[config.mk]
export PLATFORM = sky130hd
export DESIGN_NAME = wit_coherent_pair
export DESIGN_NICKNAME = d
export VERILOG_FILES = /design/src/rtl/wit_pkg.sv /design/src/rtl/wit_bus_arbiter.sv /design/src/rtl/wit_cache.sv /design/src/rtl/wit_coherent_pair.sv
export SDC_FILE = /design/constraint.sdc
export NUM_CORES = 1
export LEC_CHECK = 0
export ABC_AREA = 1
export BUFFER_PORTS_ARGS = -buffer_cell sky130_fd_sc_hd__clkbuf_2
export CAP_MARGIN = 5
export CORE_MARGIN = 2
export CORE_UTILIZATION = 64
export DETAILED_ROUTE_END_ITERATION = 7
export PLACE_DENSITY = 0.92
export SLEW_MARGIN = 15
export SYNTH_ARGS = -nofsm -noshare
export SYNTH_HDL_FRONTEND = slang
export SYNTH_SLANG_ARGS = --single-unit
[constraint.sdc]
create_clock -name clk -period 6.1 [get_ports clk]
set_input_delay 0.305 -clock clk [delete_from_list [all_inputs] [get_ports clk]]
set_output_delay 0.305 -clock clk [all_outputs]
set_load 0.01 [all_outputs]
[src/rtl/wit_pkg.sv]
package wit_pkg;

  typedef enum logic [1:0] {
    PH_IDLE = 2'd0,
    PH_ADDR = 2'd1,
    PH_RESP = 2'd2
  } bus_phase_e;

  // fixed priority: port 0 wins whenever it asks
  function automatic logic pick_master(input logic [1:0] req);
    return req[0] ? 1'b0 : 1'b1;
  endfunction

endpackage

[src/rtl/wit_bus_arbiter.sv]
module wit_bus_arbiter
  import wit_pkg::*;
#(
  parameter int NPORT = 2
) (
  input  logic             clk,
  input  logic             rst_n,
  input  logic [NPORT-1:0] bus_req,
  output bus_phase_e       phase,
  output logic             owner,
  output logic [NPORT-1:0] gnt_addr,
  output logic [NPORT-1:0] gnt_resp
);

  always_ff @(posedge clk) begin
    if (!rst_n) begin
      phase <= PH_IDLE;
      owner <= 1'b0;
    end else begin
      case (phase)
        PH_IDLE: if (|bus_req) begin
          owner <= pick_master(bus_req);
          phase <= PH_ADDR;
        end
        PH_ADDR: phase <= PH_RESP;
        PH_RESP: phase <= PH_IDLE;
        default: phase <= PH_IDLE;
      endcase
    end
  end

  for (genvar g = 0; g < NPORT; g++) begin : g_gnt
    assign gnt_addr[g] = (phase == PH_ADDR) && (owner == 1'(g));
    assign gnt_resp[g] = (phase == PH_RESP) && (owner == 1'(g));
  end

  a_r6_port0_first: assert property (@(posedge clk) disable iff (!rst_n)
    (phase == PH_IDLE && bus_req[0]) |=> (owner == 1'b0));
  a_r7_addr_then_resp: assert property (@(posedge clk) disable iff (!rst_n)
    (phase == PH_ADDR) |=> (phase == PH_RESP));
  a_r7_single_grant: assert property (@(posedge clk) disable iff (!rst_n)
    $onehot0(gnt_addr | gnt_resp));

endmodule

[src/rtl/wit_cache.sv]
module wit_cache #(
  parameter int ADDR_W = 8,
  parameter int DATA_W = 16,
  parameter int SETS   = 4
) (
  input  logic              clk,
  input  logic              rst_n,
  input  logic              req,
  input  logic              we,
  input  logic [ADDR_W-1:0] addr,
  input  logic [DATA_W-1:0] wdata,
  output logic              done,
  output logic [DATA_W-1:0] rdata,
  output logic              bus_req,
  output logic              bus_we,
  output logic [ADDR_W-1:0] bus_addr,
  output logic [DATA_W-1:0] bus_wdata,
  input  logic              gnt_addr,
  input  logic              gnt_resp,
  input  logic [DATA_W-1:0] mem_rdata,
  input  logic              snoop_wr,
  input  logic [ADDR_W-1:0] snoop_addr
);

  localparam int IDX_W = $clog2(SETS);
  localparam int TAG_W = ADDR_W - IDX_W;

  function automatic logic [IDX_W-1:0] idx_of(input logic [ADDR_W-1:0] a);
    return a[IDX_W-1:0];
  endfunction

  function automatic logic [TAG_W-1:0] tag_of(input logic [ADDR_W-1:0] a);
    return a[ADDR_W-1:IDX_W];
  endfunction

  logic [SETS-1:0]   valid;
  logic [TAG_W-1:0]  tags  [SETS];
  logic [DATA_W-1:0] lines [SETS];
  logic              busy;

  // named events for the assertions
  logic             accept, local_hit_evt, snoop_kill, fill_evt, wr_alloc_evt;
  logic [IDX_W-1:0] req_idx, snoop_idx, op_idx;

  assign req_idx       = idx_of(addr);
  assign snoop_idx     = idx_of(snoop_addr);
  assign op_idx        = idx_of(bus_addr);
  assign accept        = req && !busy && !done;
  assign local_hit_evt = accept && !we && valid[req_idx] && (tags[req_idx] == tag_of(addr));
  assign snoop_kill    = snoop_wr && valid[snoop_idx] && (tags[snoop_idx] == tag_of(snoop_addr));
  assign wr_alloc_evt  = gnt_addr && bus_we;
  assign fill_evt      = gnt_resp && !bus_we;
  assign bus_req       = busy;

  always_ff @(posedge clk) begin
    if (!rst_n) begin
      valid     <= '0;
      busy      <= 1'b0;
      done      <= 1'b0;
      rdata     <= '0;
      bus_we    <= 1'b0;
      bus_addr  <= '0;
      bus_wdata <= '0;
    end else begin
      done <= 1'b0;
      if (local_hit_evt) begin
        rdata <= lines[req_idx];
        done  <= 1'b1;
      end else if (accept) begin
        busy      <= 1'b1;
        bus_we    <= we;
        bus_addr  <= addr;
        bus_wdata <= wdata;
      end
      if (snoop_kill) valid[snoop_idx] <= 1'b0;
      if (wr_alloc_evt) begin
        valid[op_idx] <= 1'b1;
        tags[op_idx]  <= tag_of(bus_addr);
        lines[op_idx] <= bus_wdata;
      end
      if (fill_evt) begin
        valid[op_idx] <= 1'b1;
        tags[op_idx]  <= tag_of(bus_addr);
        lines[op_idx] <= mem_rdata;
        rdata         <= mem_rdata;
      end
      if (gnt_resp) begin
        done <= 1'b1;
        busy <= 1'b0;
      end
    end
  end

  a_r1_hit_stays_local: assert property (@(posedge clk) disable iff (!rst_n)
    local_hit_evt |=> (done && !bus_req));
  a_r2_fill_valid: assert property (@(posedge clk) disable iff (!rst_n)
    fill_evt |=> (valid[$past(op_idx)] && done));
  a_r3_write_allocates: assert property (@(posedge clk) disable iff (!rst_n)
    wr_alloc_evt |=> valid[$past(op_idx)]);
  a_r4_snoop_drops: assert property (@(posedge clk) disable iff (!rst_n)
    snoop_kill |=> !valid[$past(snoop_idx)]);

endmodule

[src/rtl/wit_coherent_pair.sv]
module wit_coherent_pair
  import wit_pkg::*;
#(
  parameter int ADDR_W = 8,
  parameter int DATA_W = 16,
  parameter int SETS   = 4
) (
  input  logic                clk,
  input  logic                rst_n,
  input  logic [1:0]          proc_req,
  input  logic [1:0]          proc_we,
  input  logic [2*ADDR_W-1:0] proc_addr,
  input  logic [2*DATA_W-1:0] proc_wdata,
  output logic [1:0]          proc_done,
  output logic [2*DATA_W-1:0] proc_rdata,
  output logic                mem_en,
  output logic                mem_we,
  output logic [ADDR_W-1:0]   mem_addr,
  output logic [DATA_W-1:0]   mem_wdata,
  input  logic [DATA_W-1:0]   mem_rdata
);

  localparam int NPORT = 2;

  bus_phase_e        phase;
  logic              owner;
  logic [NPORT-1:0]  gnt_addr, gnt_resp, bus_req_v, bus_we_v;
  logic [ADDR_W-1:0] bus_addr_v  [NPORT];
  logic [DATA_W-1:0] bus_wdata_v [NPORT];

  wit_bus_arbiter #(.NPORT(NPORT)) u_arb (
    .clk      (clk),
    .rst_n    (rst_n),
    .bus_req  (bus_req_v),
    .phase    (phase),
    .owner    (owner),
    .gnt_addr (gnt_addr),
    .gnt_resp (gnt_resp)
  );

  assign mem_en    = (phase == PH_ADDR);
  assign mem_we    = mem_en && bus_we_v[owner];
  assign mem_addr  = bus_addr_v[owner];
  assign mem_wdata = bus_wdata_v[owner];

  for (genvar g = 0; g < NPORT; g++) begin : g_cache
    logic snoop_wr;
    assign snoop_wr = mem_we && (owner != 1'(g));

    wit_cache #(.ADDR_W(ADDR_W), .DATA_W(DATA_W), .SETS(SETS)) u_cache (
      .clk        (clk),
      .rst_n      (rst_n),
      .req        (proc_req[g]),
      .we         (proc_we[g]),
      .addr       (proc_addr[g*ADDR_W +: ADDR_W]),
      .wdata      (proc_wdata[g*DATA_W +: DATA_W]),
      .done       (proc_done[g]),
      .rdata      (proc_rdata[g*DATA_W +: DATA_W]),
      .bus_req    (bus_req_v[g]),
      .bus_we     (bus_we_v[g]),
      .bus_addr   (bus_addr_v[g]),
      .bus_wdata  (bus_wdata_v[g]),
      .gnt_addr   (gnt_addr[g]),
      .gnt_resp   (gnt_resp[g]),
      .mem_rdata  (mem_rdata),
      .snoop_wr   (snoop_wr),
      .snoop_addr (mem_addr)
    );
  end

  a_r7_strobe_pulse: assert property (@(posedge clk) disable iff (!rst_n)
    mem_en |=> !mem_en);
  a_r9_done_needs_req: assert property (@(posedge clk) disable iff (!rst_n)
    $rose(proc_done[0]) |-> $past(proc_req[0]));

endmodule

==> metrics.log, run 1 <==
INFO  metric ff2ff_setup_slack = between 2 and 3 ns
INFO  metric syn-mean-instance-area = 8.66 um2
INFO  metric final_min_period_over_clock_period = ~56%
INFO  metric crit_path_start_kind = input pin
INFO  metric worstMarginPinSlew = ~1.1 ns
INFO  metric highest_layer_used_for_signal_routing = met4
INFO  metric cts_htree_levels = 1
INFO  metric routedWlPerCell = about 19 um
INFO  metric post_layout_nonfiller_instances = about 1800
INFO  metric number_of_enable_type_register_cells_in_the_synthesized_netlist = ~180
INFO  metric drv.max_cap_violation_count = 0
INFO  metric postRouteWirelength = ~35000 um
INFO  metric overflow = 0
INFO  metric post_synth_and_or_nand_nor_area_fraction = between 20 and 30%
INFO  metric synth.distinct_cells = 36
INFO  metric yosysSeqAreaShare = 57.9%
INFO  metric most_common_cell_in_the_netlist = sky130_fd_sc_hd__nand2_1
INFO  metric muxShareOfSynthArea = 0%
INFO  metric timing.critical_path.to_type = register
INFO  metric via_count = 11000
INFO  metric die_height = between 100 and 150 um
INFO  metric postSynth.asyncResetShare = 0%
INFO  metric crit_path_max_fanout = between 40 and 50
INFO  metric synth-main-ff-cell = sky130_fd_sc_hd__edfxtp_1
INFO  metric crit_path_start = proc_addr[0]
INFO  metric antenna_found_initial = 0
INFO  metric fmax = slightly below 0.3 GHz
INFO  metric synth_compound_gate_area_share = about 8.5%
INFO  metric hold_fix_buffers_at_cts = 0
INFO  metric power-per-cell-area = about 300 nW/um2
INFO  metric first_global_vias = between 10000 and 15000
INFO  metric io_buf_count = 129
INFO  metric initial_cell_density_of_the_core = roughly 65%
INFO  metric final_nets = 1608
INFO  metric power.ir.vdd_worst = between 0.0002 and 0.00025 V
INFO  metric grt_first_pass_wirelength = ~54000 um
INFO  metric hold_end = g_cache[1].u_cache.bus_wdata[14]
INFO  metric synthesis.yosys.warnings = 0
INFO  metric gp_congestion = about 0.99
INFO  metric netlist_top_cells_area = sky130_fd_sc_hd__edfxtp_1 42%, sky130_fd_sc_hd__dfxtp_1 16%, sky130_fd_sc_hd__nand2_1 14%
INFO  metric synth_largest_type_area_fraction = between 40% and 50%
INFO  metric root_buffer = sky130_fd_sc_hd__clkbuf_16
INFO  metric cp_data_required_time = between 6 and 7 ns
INFO  metric final_period_minus_worst_setup_slack = around 3.4 ns
INFO  metric number_of_cells_on_the_worst_hold_path = 3
INFO  metric clk_path_buf_depth = 3
INFO  metric combined_area_of_the_multi_input_logic_cells = around 4500 um2
INFO  metric setup_repair_after_global_routing_missed_its_margin = false
INFO  metric clk_pin_slew_worst_paths = around 0.060 ns
INFO  metric drive_gt1_share = 15.7%
INFO  metric drt_iter0_drc = 1549
INFO  metric cp.arrival = a little under 4 ns
INFO  metric number_of_nets_in_the_synthesized_netlist = 1511
INFO  metric core_area = 19300 um2
INFO  metric finalCoreUtilization = approximately 73%
INFO  metric cts_post_setup_buffers_inserted = 0
INFO  metric drt-met1-wl = between 10000 and 15000 um
INFO  metric length_of_routed_met3_wiring = 3860 um
INFO  metric cts_num_sinks = around 270
INFO  metric dr_wl_met2 = about 17000 um
INFO  metric antenna_cells_inserted = 0
INFO  metric fp.dieW = about 140 um
INFO  metric ant_nets = 0
INFO  metric synth_area_leader_cell = sky130_fd_sc_hd__edfxtp_1
INFO  metric setup_viol = 0
INFO  metric reg2reg_to = g_cache[0].u_cache.lines[3][10]
INFO  metric reg2regPathDepth = 6
INFO  metric status = completed
INFO  metric count_of_standard_cell_rows = a little over 50
INFO  metric ff_latch_count_synth = about 270
INFO  metric vias_per_cell = about 6.0
INFO  metric worst_hold_startpoint = proc_wdata[30]
INFO  metric crit-reg2reg-launch = u_arb.owner
INFO  metric synthesis.area = ~12000 um2
INFO  metric synth-xor-area-share = less than 1%
INFO  metric worst-setup-path-type = input pin to register
INFO  metric synth_fa_ha_area_share = 0%
INFO  metric grt_start_max_net_pins = between 50 and 60
INFO  metric detailedRoute.firstPassIterationCount = 6
INFO  metric report.final.hold_viol_count = 0
INFO  metric cts_resized = 0
INFO  metric die_area = slightly above 20000 um2
INFO  metric syn2layout_area_growth = 12.6%
INFO  metric detailed_place_hpwl = roughly 23000 um
INFO  metric min-delay-path-class = input pin to register
INFO  metric detail_route.drc_violations = 0
INFO  metric finalMaxSlewViolations = 0
INFO  metric cts-buffers-inserted = 27
INFO  metric grt_usage = between 30% and 40%
INFO  metric post_place_cells = between 1500 and 2000
INFO  metric slew_headroom = 28.2%
INFO  metric synthesized_instance_count = around 1400
INFO  metric total_leakage_power = 5.89 nW
INFO  metric ys_top_cells_by_count = 461 x sky130_fd_sc_hd__nand2_1, 176 x sky130_fd_sc_hd__edfxtp_1, 147 x sky130_fd_sc_hd__nand3_1, 121 x sky130_fd_sc_hd__nor2_1, 113 x sky130_fd_sc_hd__o21ai_0
INFO  metric design_power_total = roughly 4.2 mW
INFO  metric skew = around 0.015 ns
INFO  metric clock_tree_from_tritoncts = built
INFO  metric design.portCount = 130
INFO  metric worstSkewPairLatency = between 0.5 and 0.6 ns
INFO  metric fillCellCount = 1336
INFO  metric largest_family_of_logic_cells_by_synthesized_area = simple AND/OR/NAND/NOR gates
INFO  metric setup_total_negative_slack = 0 ns
INFO  metric ff_latch_area = 7230 um2
## sequential cells by signal (all words and copies together), names as in the netlist, 2 cells and up
signal	cells
g_cache.u_cache.bus_addr	16
g_cache.u_cache.bus_req	2
u_arb.phase	2
g_cache.u_cache.valid	8
g_cache.u_cache.rdata	32
g_cache.u_cache.bus_we	2
g_cache.u_cache.bus_wdata	32
g_cache.u_cache.done	2
g_cache.u_cache.lines	128
g_cache.u_cache.tags	48
## area by class of cell
cell class | count | share of cell area [%]
tap | 265 | 2.36
clock buffer | 39 | 5.87
clock inverter | 9 | 0.410
inverter | 89 | 2.40
timing repair buffer | 141 | 5.24
sequential | 273 | 51.4
multi-input combinational | 1006 | 32.3
## where the power goes
group          internal, mW  switching (mW)
clock network         0.941           0.689
registers              2.02          0.0429
logic                 0.149           0.361
## worst max-delay path, cell delays in order
cell and delay, ns:
sky130_fd_sc_hd__clkbuf_2 0.58, sky130_fd_sc_hd__inv_2 0.85, sky130_fd_sc_hd__nand2_1 0.14, sky130_fd_sc_hd__nand3_1 0.14, sky130_fd_sc_hd__nand2_1 0.07, sky130_fd_sc_hd__nand2_1 0.06, sky130_fd_sc_hd__nand3_1 0.10, sky130_fd_sc_hd__nor2_1 0.16
sky130_fd_sc_hd__nand3_2 0.61, sky130_fd_sc_hd__nand2_4 0.55, sky130_fd_sc_hd__nand2_1 0.10, sky130_fd_sc_hd__a21oi_1 0.20
## stage by stage
step                setup WS, ns  hold slack (ns)  instance area, um2
global route                2.38           0.0275               14100
floorplan                   2.97            0.429               12500
global placement            2.43            0.447               13200
detailed placement          2.34            0.455               13200
finish                      2.66          0.00409               14100
CTS                         2.84          0.00346               14100
## routing by layer
metal	track usage (%)	vias up
met1	44.6	5075
met2	57.3	769
met5	0	-
li1	-	5001
met3	4.47	106
met4	14.1	0
## layout by cell type, fill, tap and decap left out, drive strengths merged
cell	n
xnor2	3
clkinv	10
or2	1
o22ai	9
clkbuf	168
nand2	469
edfxtp	176
xor2	1
nand4	5
o21ai	145
and3	1
nor2	148
dfxtp	97
and2	1
inv	88
nand3b	7
nor3	18
o221ai	7
a21oi	42
buf	12
nand3	149
## worst max path at each step
| stage | end | slack [ns] | cells past startpoint |
|---|---|---|---|
| 3_5_place_dp | g_cache[0].u_cache.bus_wdata[6] | 2.34 | 12 |
| 5_1_grt | g_cache[0].u_cache.bus_wdata[5] | 2.38 | 12 |
| 3_3_place_gp | g_cache[0].u_cache.lines[2][10] | 2.43 | 7 |
| 2_1_floorplan | g_cache[0].u_cache.lines[1][0] | 2.97 | 8 |
| 6_report | g_cache[0].u_cache.bus_wdata[1] | 2.66 | 12 |
| 4_1_cts | g_cache[0].u_cache.bus_wdata[1] | 2.84 | 12 |
## logic make-up after synthesis
logic type | count (synthesis)
AND/OR/NAND/NOR | 799
flip-flops | 273
AO/OA/AOI/OAI | 203
buffers and inverters | 162
XOR/XNOR | 4
Power figures use the tool's default switching activity.
==> run 2, diff against run 1 <==
--- a/config.mk
+++ b/config.mk
@@ -9,9 +9,9 @@
 export BUFFER_PORTS_ARGS = -buffer_cell sky130_fd_sc_hd__clkbuf_2
 export CAP_MARGIN = 5
 export CORE_MARGIN = 2
-export CORE_UTILIZATION = 64
+export CORE_UTILIZATION = 53
 export DETAILED_ROUTE_END_ITERATION = 7
-export PLACE_DENSITY = 0.92
+export PLACE_DENSITY = 0.82
 export SLEW_MARGIN = 15
 export SYNTH_ARGS = -nofsm -noshare
 export SYNTH_HDL_FRONTEND = slang
==> constraint.sdc (replaced) <==
create_clock -name clk -period 2.9 [get_ports clk]
set_input_delay 0.145 -clock clk [delete_from_list [all_inputs] [get_ports clk]]
set_output_delay 0.145 -clock clk [all_outputs]
set_load 0.01 [all_outputs]
==> run 2 against run 1 <==
  * Power increased by 120%
  * Sequential share of layout area decreased by 3.2 points
  * Core utilization is 8.5 points lower
  * Combinational power up 130%
  * Non-clock buffer count grew 81
  * Critical path depth is 7 lower
  * Critical endpoint is now g_cache[1].u_cache.tags[0][4]
  * Clock power up 130%
  * Global-route usage is 4.5 points lower
==> metrics.log, run 2 (synthesized netlist as in run 1, its figures left out) <==
INFO  metric status = completed
INFO  metric finalCoreUtilization = between 60 and 70%
INFO  metric detailed_place_hpwl = 24600 um
INFO  metric finalMaxSlewViolations = 0
INFO  metric count_of_standard_cell_rows = 56
INFO  metric switching_share = about a quarter
INFO  metric slew_headroom = around 53%
INFO  metric number_of_cells_on_the_worst_hold_path = 3
INFO  metric grt_start_max_net_pins = between 50 and 60
INFO  metric cts_resized = 0
INFO  metric clk_pin_slew_worst_paths = 0.06 ns
INFO  metric fp.dieW = about 160 um
INFO  metric ff2ff_setup_slack = between 0.4 and 0.5 ns
INFO  metric reg2reg_to = g_cache[1].u_cache.tags[0][4]
INFO  metric worst_hold_startpoint = mem_rdata[15]
INFO  metric reg_top3 = g_cache.u_cache.lines: 128 flops, g_cache.u_cache.tags: 48 flops
INFO  metric final_min_period_over_clock_period = 85.6%
INFO  metric core_area = around 23000 um2
INFO  metric cts-buffers-inserted = 27
INFO  metric power-per-cell-area = around 620 nW/um2
INFO  metric crit_path_max_fanout = 17
INFO  metric drv.max_cap_violation_count = 0
INFO  metric vias_per_cell = 5.63
INFO  metric first_global_vias = ~11000
INFO  metric ant_nets = 0
INFO  metric antenna_found_initial = 0
INFO  metric power.share.combinational = about an eighth
INFO  metric die_area = 24800 um2
INFO  metric drive_gt1_share = between 10% and 20%
INFO  metric hold_end = g_cache[0].u_cache.rdata[15]
INFO  metric drt_iter0_drc = ~1200
INFO  metric antenna_cells_inserted = 0
INFO  metric p_sw = about 2.4 mW
INFO  metric io_buf_count = between 100 and 150
INFO  metric routedWlPerCell = approximately 18 um
INFO  metric worstSkewPairLatency = roughly 0.54 ns
INFO  metric cp_data_required_time = between 3 and 4 ns
INFO  metric min-delay-path-class = input pin to register
INFO  metric power_frac_clock = between 40 and 50%
INFO  metric detail_route.drc_violations = 0
INFO  metric crit-reg2reg-launch = u_arb.owner
INFO  metric design.portCount = 130
INFO  metric gp_congestion = a little over 0.9
INFO  metric max_ffs_per_register = between 100 and 150
INFO  metric fin_hold_ws = between 0.04 and 0.05 ns
INFO  metric setup_viol = 0
INFO  metric skew = around 0.010 ns
INFO  metric detailedRoute.firstPassIterationCount = 6
INFO  metric final_period_minus_worst_setup_slack = 2.48 ns
INFO  metric report.final.hold_viol_count = 0
INFO  metric cts_num_sinks = 273
INFO  metric clock_tree_from_tritoncts = built
INFO  metric worstMarginPinSlew = around 0.70 ns
INFO  metric crit_path_start_kind = register
INFO  metric regMostFlops = g_cache.u_cache.lines
INFO  metric crit_path_start = u_arb.owner
INFO  metric design_power_total = roughly 9.3 mW
INFO  metric via_count = 11000
INFO  metric postRouteWirelength = roughly 36000 um
INFO  metric initial_cell_density_of_the_core = between 50% and 60%
INFO  metric grt_usage = just under 30%
INFO  metric clk_path_buf_depth = 3
INFO  metric total_leakage_power = roughly 6.3 nW
INFO  metric worst-setup-path-type = register to register
INFO  metric grt_first_pass_wirelength = ~57000 um
INFO  metric timing.critical_path.to_type = register
INFO  metric overflow = 0
INFO  metric final_nets = between 1500 and 2000
INFO  metric power.ir.vdd_worst = about 0.00043 V
INFO  metric internal_power = 6.95 mW
INFO  metric layout_common_cells = 461 x sky130_fd_sc_hd__nand2_1, 176 x sky130_fd_sc_hd__edfxtp_1, 147 x sky130_fd_sc_hd__nand3_1
INFO  metric cp.arrival = 2.70 ns
INFO  metric reg2regPathDepth = 5
INFO  metric layout.cells.most_common = sky130_fd_sc_hd__nand2_1
INFO  metric cts_post_setup_buffers_inserted = 0
INFO  metric fmax = between 0.4 and 0.5 GHz
INFO  metric cts_htree_levels = 1
INFO  metric die_height = 157 um
INFO  metric syn2layout_area_growth = 20.0%
INFO  metric setup_repair_after_global_routing_missed_its_margin = false
INFO  metric share_of_total_power_in_sequential_cells = between 40% and 50%
INFO  metric root_buffer = sky130_fd_sc_hd__clkbuf_16
## run 2: changes by cell type in the layout (fill, tap and decap cells not counted), moves of 2 or more
cell	change
sky130_fd_sc_hd__clkbuf_16	-2
sky130_fd_sc_hd__dlygate4sd3_1	+57
sky130_fd_sc_hd__bufinv_16	+5
sky130_fd_sc_hd__clkbuf_1	-2
sky130_fd_sc_hd__clkinvlp_4	+2
sky130_fd_sc_hd__buf_4	+24
sky130_fd_sc_hd__clkinv_2	-2
## run 2: through the flow
step	area (um2)	instances	worst slack, ns	setup TNS, ns
6_report	15000	1959	0.417	0
5_1_grt	15000	1959	0.191	0
4_1_cts	15000	1959	0.497	0
3_5_place_dp	13400	1852	0.514	0
3_3_place_gp	13400	1852	0.567	0
2_1_floorplan	12500	1441	-0.231	-20.24
## run 2: what timing repair did
item	4_1_cts	5_1_grt
endpoints found under the setup margin	0	0
hold buffers	57	0
endpoints found under the hold margin	58	0
## run 2: cell type report
cell class / instances / area [um2]
fill: 1868 / 8290
sequential: 273 / 7230
multi-input combinational: 1006 / 4540
timing repair buffer: 222 / 1490
clock buffer: 35 / 767
tap: 319 / 399
inverter: 89 / 337
clock inverter: 15 / 219
## run 2: how the worst max path moves through the flow
| stage | slack (ns) | endpoint | cells past startpoint |
|---|---|---|---|
| after detailed placement | 0.51 | g_cache[1].u_cache.bus_addr[6] | 13 |
| after floorplan | -0.23 | g_cache[0].u_cache.lines[1][0] | 8 |
| after CTS | 0.50 | g_cache[1].u_cache.tags[0][4] | 5 |
| after global placement | 0.57 | g_cache[1].u_cache.bus_we | 13 |
| final | 0.42 | g_cache[1].u_cache.tags[0][4] | 5 |
| after global routing | 0.19 | g_cache[0].u_cache.valid[1] | 14 |
## run 2: per-layer routing
metal | wire length [um] | track usage (%) | vias up
li1 | - | - | 5161
met1 | 13600 | 38.3 | 5119
met2 | 17700 | 50.7 | 639
met3 | 3490 | 3.17 | 101
met4 | 1390 | 11.3 | 0
met5 | 0 | 0 | -
## run 2: power groups by stage
stage	sequential, mW	clock [mW]	combinational, mW
3_3_place_gp	4.42	0	1.03
5_1_grt	4.36	3.98	1.26
4_1_cts	4.34	3.83	1.13
6_report	4.35	3.82	1.15
2_1_floorplan	4.40	0	0.728
3_5_place_dp	4.43	0	1.06
## run 2: worst max-delay path, cell delays in order (launching register included)
cell	delay [ns]
sky130_fd_sc_hd__dfxtp_1	0.45
sky130_fd_sc_hd__inv_2	0.21
sky130_fd_sc_hd__nor3_1	0.49
sky130_fd_sc_hd__o21ai_0	0.37
sky130_fd_sc_hd__nor3_2	0.28
sky130_fd_sc_hd__buf_4	0.36
